$ cat config.mk
export PLATFORM = sky130hd
export DESIGN_NAME = cfg_chain_rx
export DESIGN_NICKNAME = d
export VERILOG_FILES = /design/src/rtl/cfg_chain_rx.sv
export SDC_FILE = /design/constraint.sdc
export NUM_CORES = 1
export LEC_CHECK = 0
export ABC_AREA = 1
export BUFFER_PORTS_ARGS = -buffer_cell sky130_fd_sc_hd__buf_2
export CORE_MARGIN = 1.5
export CORE_UTILIZATION = 30
export CTS_CLUSTER_SIZE = 25
export DETAILED_ROUTE_END_ITERATION = 8
export GPL_ROUTABILITY_DRIVEN = 0
export HOLD_SLACK_MARGIN = 0.1
export PLACE_DENSITY = 0.46
export SYNTH_ARGS = -nofsm -noshare
export SYNTH_HDL_FRONTEND = slang
export SYNTH_SLANG_ARGS = --single-unit
export TNS_END_PERCENT = 10
$ cat constraint.sdc
create_clock -name clk -period 4 [get_ports clk]
set_input_delay 0.2 -clock clk [delete_from_list [all_inputs] [get_ports clk]]
set_output_delay 0.2 -clock clk [all_outputs]
set_load 0.1 [all_outputs]
$ cat src/rtl/cfg_chain_rx.sv
module cfg_chain_rx #(
  parameter int FRAMES     = 4,
  parameter int FRAME_BITS = 32,
  parameter int LC_W       = 24
) (
  input  logic clk,
  input  logic rst_n,
  input  logic sdi,
  output logic sdo,
  output logic done,
  output logic startup,
  output logic io_rel,
  output logic lc_err
);
  localparam int FBW = $clog2(FRAME_BITS + 1);
  localparam int FCW = $clog2(FRAMES + 1);
  localparam int LBW = $clog2(LC_W + 1);

  typedef enum logic [1:0] {HUNT, LEN, OWN, FWD} st_t;

  st_t            st;
  logic [2:0]     sh;
  logic [LC_W-1:0] lc, cnt;
  logic [LBW-1:0] lbit;
  logic [FBW-1:0] fb;
  logic [FCW-1:0] fc;
  logic           in_fr;

  wire [LC_W-1:0] cnt_nxt  = cnt + 1'b1;
  wire            fr_last  = in_fr && fb == FBW'(FRAME_BITS - 1);
  wire            own_last = st == OWN && fr_last && fc == FCW'(FRAMES - 1);
  wire            match    = !done && (st == OWN || st == FWD) && cnt_nxt == lc;

  always_ff @(posedge clk or negedge rst_n) begin
    if (!rst_n) begin
      st      <= HUNT;
      sh      <= '1;
      lc      <= '0;
      cnt     <= '0;
      lbit    <= '0;
      fb      <= '0;
      fc      <= '0;
      in_fr   <= 1'b0;
      sdo     <= 1'b1;
      done    <= 1'b0;
      startup <= 1'b0;
      io_rel  <= 1'b0;
      lc_err  <= 1'b0;
    end else begin
      sh      <= {sh[1:0], sdi};
      sdo     <= (st == OWN) ? 1'b1 : sdi;
      startup <= startup | done;
      io_rel  <= io_rel | startup;
      if (!done) cnt <= cnt_nxt;
      case (st)
        HUNT: if ({sh, sdi} == 4'b0010) begin
          st   <= LEN;
          lbit <= '0;
        end
        LEN: begin
          lc   <= {lc[LC_W-2:0], sdi};
          lbit <= lbit + 1'b1;
          if (lbit == LBW'(LC_W - 1)) st <= OWN;
        end
        OWN: begin
          if (!in_fr) begin
            if (!sdi) begin
              in_fr <= 1'b1;
              fb    <= '0;
            end
          end else begin
            fb <= fb + 1'b1;
            if (fr_last) begin
              in_fr <= 1'b0;
              fc    <= fc + 1'b1;
              if (own_last) st <= FWD;
            end
          end
        end
        default: ;
      endcase
      if (match) begin
        done <= 1'b1;
        if (st == OWN && !own_last) lc_err <= 1'b1;
      end
    end
  end

  a_r8_done_sticky: assert property (@(posedge clk) disable iff (!rst_n)
    done |=> done);
  a_r8_err_sticky: assert property (@(posedge clk) disable iff (!rst_n)
    lc_err |=> lc_err);
  a_r6_done_at_count: assert property (@(posedge clk) disable iff (!rst_n)
    $rose(done) |-> cnt == lc);
  a_r7_startup_follows_done: assert property (@(posedge clk) disable iff (!rst_n)
    $rose(startup) |-> $past(done));
  a_r7_io_follows_startup: assert property (@(posedge clk) disable iff (!rst_n)
    $rose(io_rel) |-> $past(startup));
  a_r4_own_holds_high: assert property (@(posedge clk) disable iff (!rst_n)
    st == OWN |=> sdo);
  a_r5_forward_copy: assert property (@(posedge clk) disable iff (!rst_n)
    st == FWD |=> sdo == $past(sdi));
  a_r9_err_with_done: assert property (@(posedge clk) disable iff (!rst_n)
    $rose(lc_err) |-> $rose(done));
endmodule

==> results.md <==
- CP most frequent cell: sky130_fd_sc_hd__nand2_1
- Initial DRT Pass Iterations: 4
- Iter 0 DRT Violations: 152
- Count of nets after finishing: 588
- Number of nets with antenna violations after detailed routing: 0
- Vertical extent of the die: ~120 µm
- Clock-pin transition on the worst setup and hold timing paths: 0.06 ns
- Fraction of power consumed by the clock network: 44.5%
- Share of final-layout standard cells stronger than drive strength 1: 8.276%
- TNS Setup: 0 ns
- Max-Cap Viols: 0
- Later-pin clock latency in the skew report: roughly 0.34 ns
- Total power divided by cell area: roughly 380 nW/µm²
- Port Buf Inserts: 7
- Count of mapped cells out of synthesis: 563
- Initial standard-cell utilization of the core: 30.75%
- Post-DR vias/cell: about 4.5
- Required time at the endpoint of the critical path: 4.28 ns
- Tightest Hold Check Type: reg2reg
- Shortest clock period the worst path allows after layout: 2.119 ns
- Result of the run: finished clean
- Number of antenna violations at the first check in global routing: 0
- Sw power: around 440 µW
- Setup repair after global routing missed its margin: no
- Largest driver fanout on the critical path: 6
- Leakage power of the design: 0.002117 µW
- Final Slew Violations: 0
- Origin of the critical flop-to-flop path: cnt[0]
- Rel. slew slack: 35.58%
- Proportion of power drawn by flip-flops and latches: 46.2%
- Average wire per cell in the routed design: 12.30 µm
- Number of antenna diodes: 0
- First-pass GRT wire length: about 16,000 µm
- Upper clock frequency limit: between 400 and 500 MHz
- Placed wire-length estimate after detailed placement: 6823 µm
- Placed insts: 738
- Die Footprint: 14,340 µm²
- Sum of routed wire length over all layers: 9300 µm
- Finished Layout Cells: 756
- Count of endpoints failing setup in the final report: 0
- Number of clock sinks: 73
- Part of the cycle the worst path needs: 52.97%
- Average footprint of a synthesized cell: 7.263 µm²
- Clock root buffer: sky130_fd_sc_hd__clkbuf_16
- CP cell instances: ha_1 -> nand2_2 -> nor2_4 -> nand2_1 -> nor2_2 -> nand2_1 -> nand2_1 -> nand2_1 -> nand2_1 -> nand2_1 -> nor2_1 -> nand2_1 -> nor2_2 -> nand3_1 -> nand2_1
- CTS buffer count: 9
- Number of H-tree branching levels: 3
- Core area: 13,300 µm²
- Proportion of synthesized chip area in sequential cells: between 40% and 50%
- Reg2reg end: lc_err
- Clock tree from TritonCTS: yes
- Critical Path End: lc_err
- Area added between synthesis and finish: 13.28%
- Largest net degree at the start of global routing: 74
- Die extent in x: 119.7 µm
- I/O pin cnt: 8
- DRC errors left: 0
- Final hold viol count: 0
- CTS Hold Buffers Added: 2
- Peak ir drop on the vdd network: about 360 µV
- Gr usage total: between 10% and 20%
- Count of cells resized by post-cts repair: 0
- Peak per-stage delay on the critical path: 0.42 ns
- Worst setup SP type: flip-flop
- Net count after synthesis: 576
- Internal reg-to-reg setup slack: 1.88 ns
- Arrival time worst endpoint: 2.40 ns
- Setup CP Type: reg2reg
- Critical-path top delay cell: sky130_fd_sc_hd__dfrtp_1
- CTS Buffer Depth: 2
- Cells on worst reg2reg path: 15
- Fin util: 34.84%
- Vias: ~3,400
- Row count: 42
- Switching part of the total power: 25.05%
- Kind of end point of the critical path: flip-flop
- Count of distinct cell types in the synthesized netlist: 31
- Internal power: 1330 µW
- Number of post-CTS setup repair buffers: 0
- Launching element of the worst setup path: cnt[0]
- Transition time at the pin with the least slew margin: 0.9663 ns
- Flop and latch count out of synthesis: 73
- Netlist area before placement: approximately 4000 µm²
- Total congestion overflow after global routing: 0
- Part of the power in combinational logic: 9.2%
- Number of global-route vias before repair: 3,367
- Setup clock skew after layout: 0.009944 ns
- Yosys warning count: 0
-- routing by layer --
layer,global-route usage [%],part of all wire [%]
met1,17.71,49
met2,23.81,47
met3,3.850,2.7
met4,5.134,1.8
met5,0,0
-- cell usage after synthesis (all sizes together) --
cell	instances	area share, %
dfstp	4	2.6
mux2	1	0.28
xnor2	3	0.64
a21oi	10	1.2
and2	2	0.31
clkbuf	8	0.73
o21ai	54	6.6
nand4	2	0.31
inv	77	7.1
a21o	1	0.18
xor2	2	0.43
nand2	193	18
nand3	54	6.7
dfrtp	69	42
o31ai	1	0.18
or2	3	0.46
nor4	1	0.15
ha	10	3.1
o21bai	1	0.18
nor3b	2	0.37
xnor3	2	1.1
o22ai	2	0.31
buf	2	0.18
clkinv	1	0.12
nor2	52	5.8
nor3	6	0.73
-- cell usage in the layout (no fill, tap or decap), types with 3 or more instances in the layout --
cell type / count
sky130_fd_sc_hd__buf_4: 3
sky130_fd_sc_hd__a21oi_1: 10
sky130_fd_sc_hd__buf_2: 6
sky130_fd_sc_hd__inv_1: 77
sky130_fd_sc_hd__clkinv_2: 5
sky130_fd_sc_hd__ha_1: 10
sky130_fd_sc_hd__nor2_4: 4
sky130_fd_sc_hd__nor3_1: 6
sky130_fd_sc_hd__xnor2_1: 3
sky130_fd_sc_hd__nand3_1: 53
sky130_fd_sc_hd__nand2_1: 188
sky130_fd_sc_hd__clkbuf_16: 9
sky130_fd_sc_hd__nor2_1: 43
sky130_fd_sc_hd__nor2_2: 5
sky130_fd_sc_hd__dfstp_2: 4
sky130_fd_sc_hd__o21ai_0: 52
sky130_fd_sc_hd__or2_2: 3
sky130_fd_sc_hd__dfrtp_1: 69
sky130_fd_sc_hd__nand2_2: 5
-- power groups by stage --
| stage | Sequential (µW) | Clock [µW] | Combinational [µW] |
|---|---|---|---|
| final | 820 | 790 | 164 |
| after global routing | 826 | 843 | 198 |
| after CTS | 819 | 821 | 169 |
| after detailed placement | 831 | 0 | 167 |
| after global placement | 830 | 0 | 163 |
| after floorplan | 827 | 0 | 118 |
-- worst min path at each step --
stage / start / to / slack, ns / cells past startpoint
after detailed placement: sdi / sh[0] / 0.34 / 1
final: sh[0] / sh[1] / 0.37 / 0
after CTS: sh[0] / sh[1] / 0.37 / 0
after global routing: sh[0] / sh[1] / 0.37 / 0
after floorplan: rst_n / cnt[0] / -0.1 / 0
after global placement: sdi / sh[0] / 0.34 / 1
-- worst max-delay path: cells and delay by family, from the launching register on --
family | cells | cell delay (ns)
adders and majority gates | 1 | 0.24
DFF | 1 | 0.42
and+or+nand+nor | 14 | 1.39
-- area by class of cell --
class | instances | area [µm²]
Clock buffer | 10 | 229.0
Timing Repair Buffer | 11 | 72.57
Fill cell | 1430 | 8663
Sequential cell | 73 | 1832
Clock inverter | 6 | 58.81
Tap cell | 176 | 220.2
Inverter | 78 | 294.0
Multi-Input combinational cell | 402 | 1926
-- metrics by stage --
stage | setup WS [ns] | hold slack (ns) | area [µm²] | power (µW)
2_1_floorplan | 2.158 | -0.09559 | 4089 | 944.3
3_3_place_gp | 1.835 | 0.3408 | 4324 | 992.7
3_5_place_dp | 1.839 | 0.3392 | 4324 | 998.2
4_1_cts | 1.826 | 0.3703 | 4632 | 1809
5_1_grt | 1.617 | 0.3730 | 4632 | 1866
6_report | 1.881 | 0.3685 | 4632 | 1774
-- registers in the layout (all words and copies together), names as in the netlist --
name,flops
in_fr,1
cnt,24
io_rel,1
startup,1
fc,3
done,1
lbit,5
lc,24
fb,6
lc_err,1
sdo,1
st,2
sh,3
-- kinds of logic (layout without fill, tap and decap cells) --
kind of cell,count (synthesis),count (layout),share of synthesized area [%]
and+or+nand+nor,315,315,32.89
DFF,73,73,44.80
adders and majority gates,10,10,3.060
buffers and inverters,88,105,8.109
xor gates and xnor gates,7,7,2.173
AOI/OAI and AO/OA,69,69,8.691
muxes,1,1,0.2754
(Power assumes the default switching activity.)
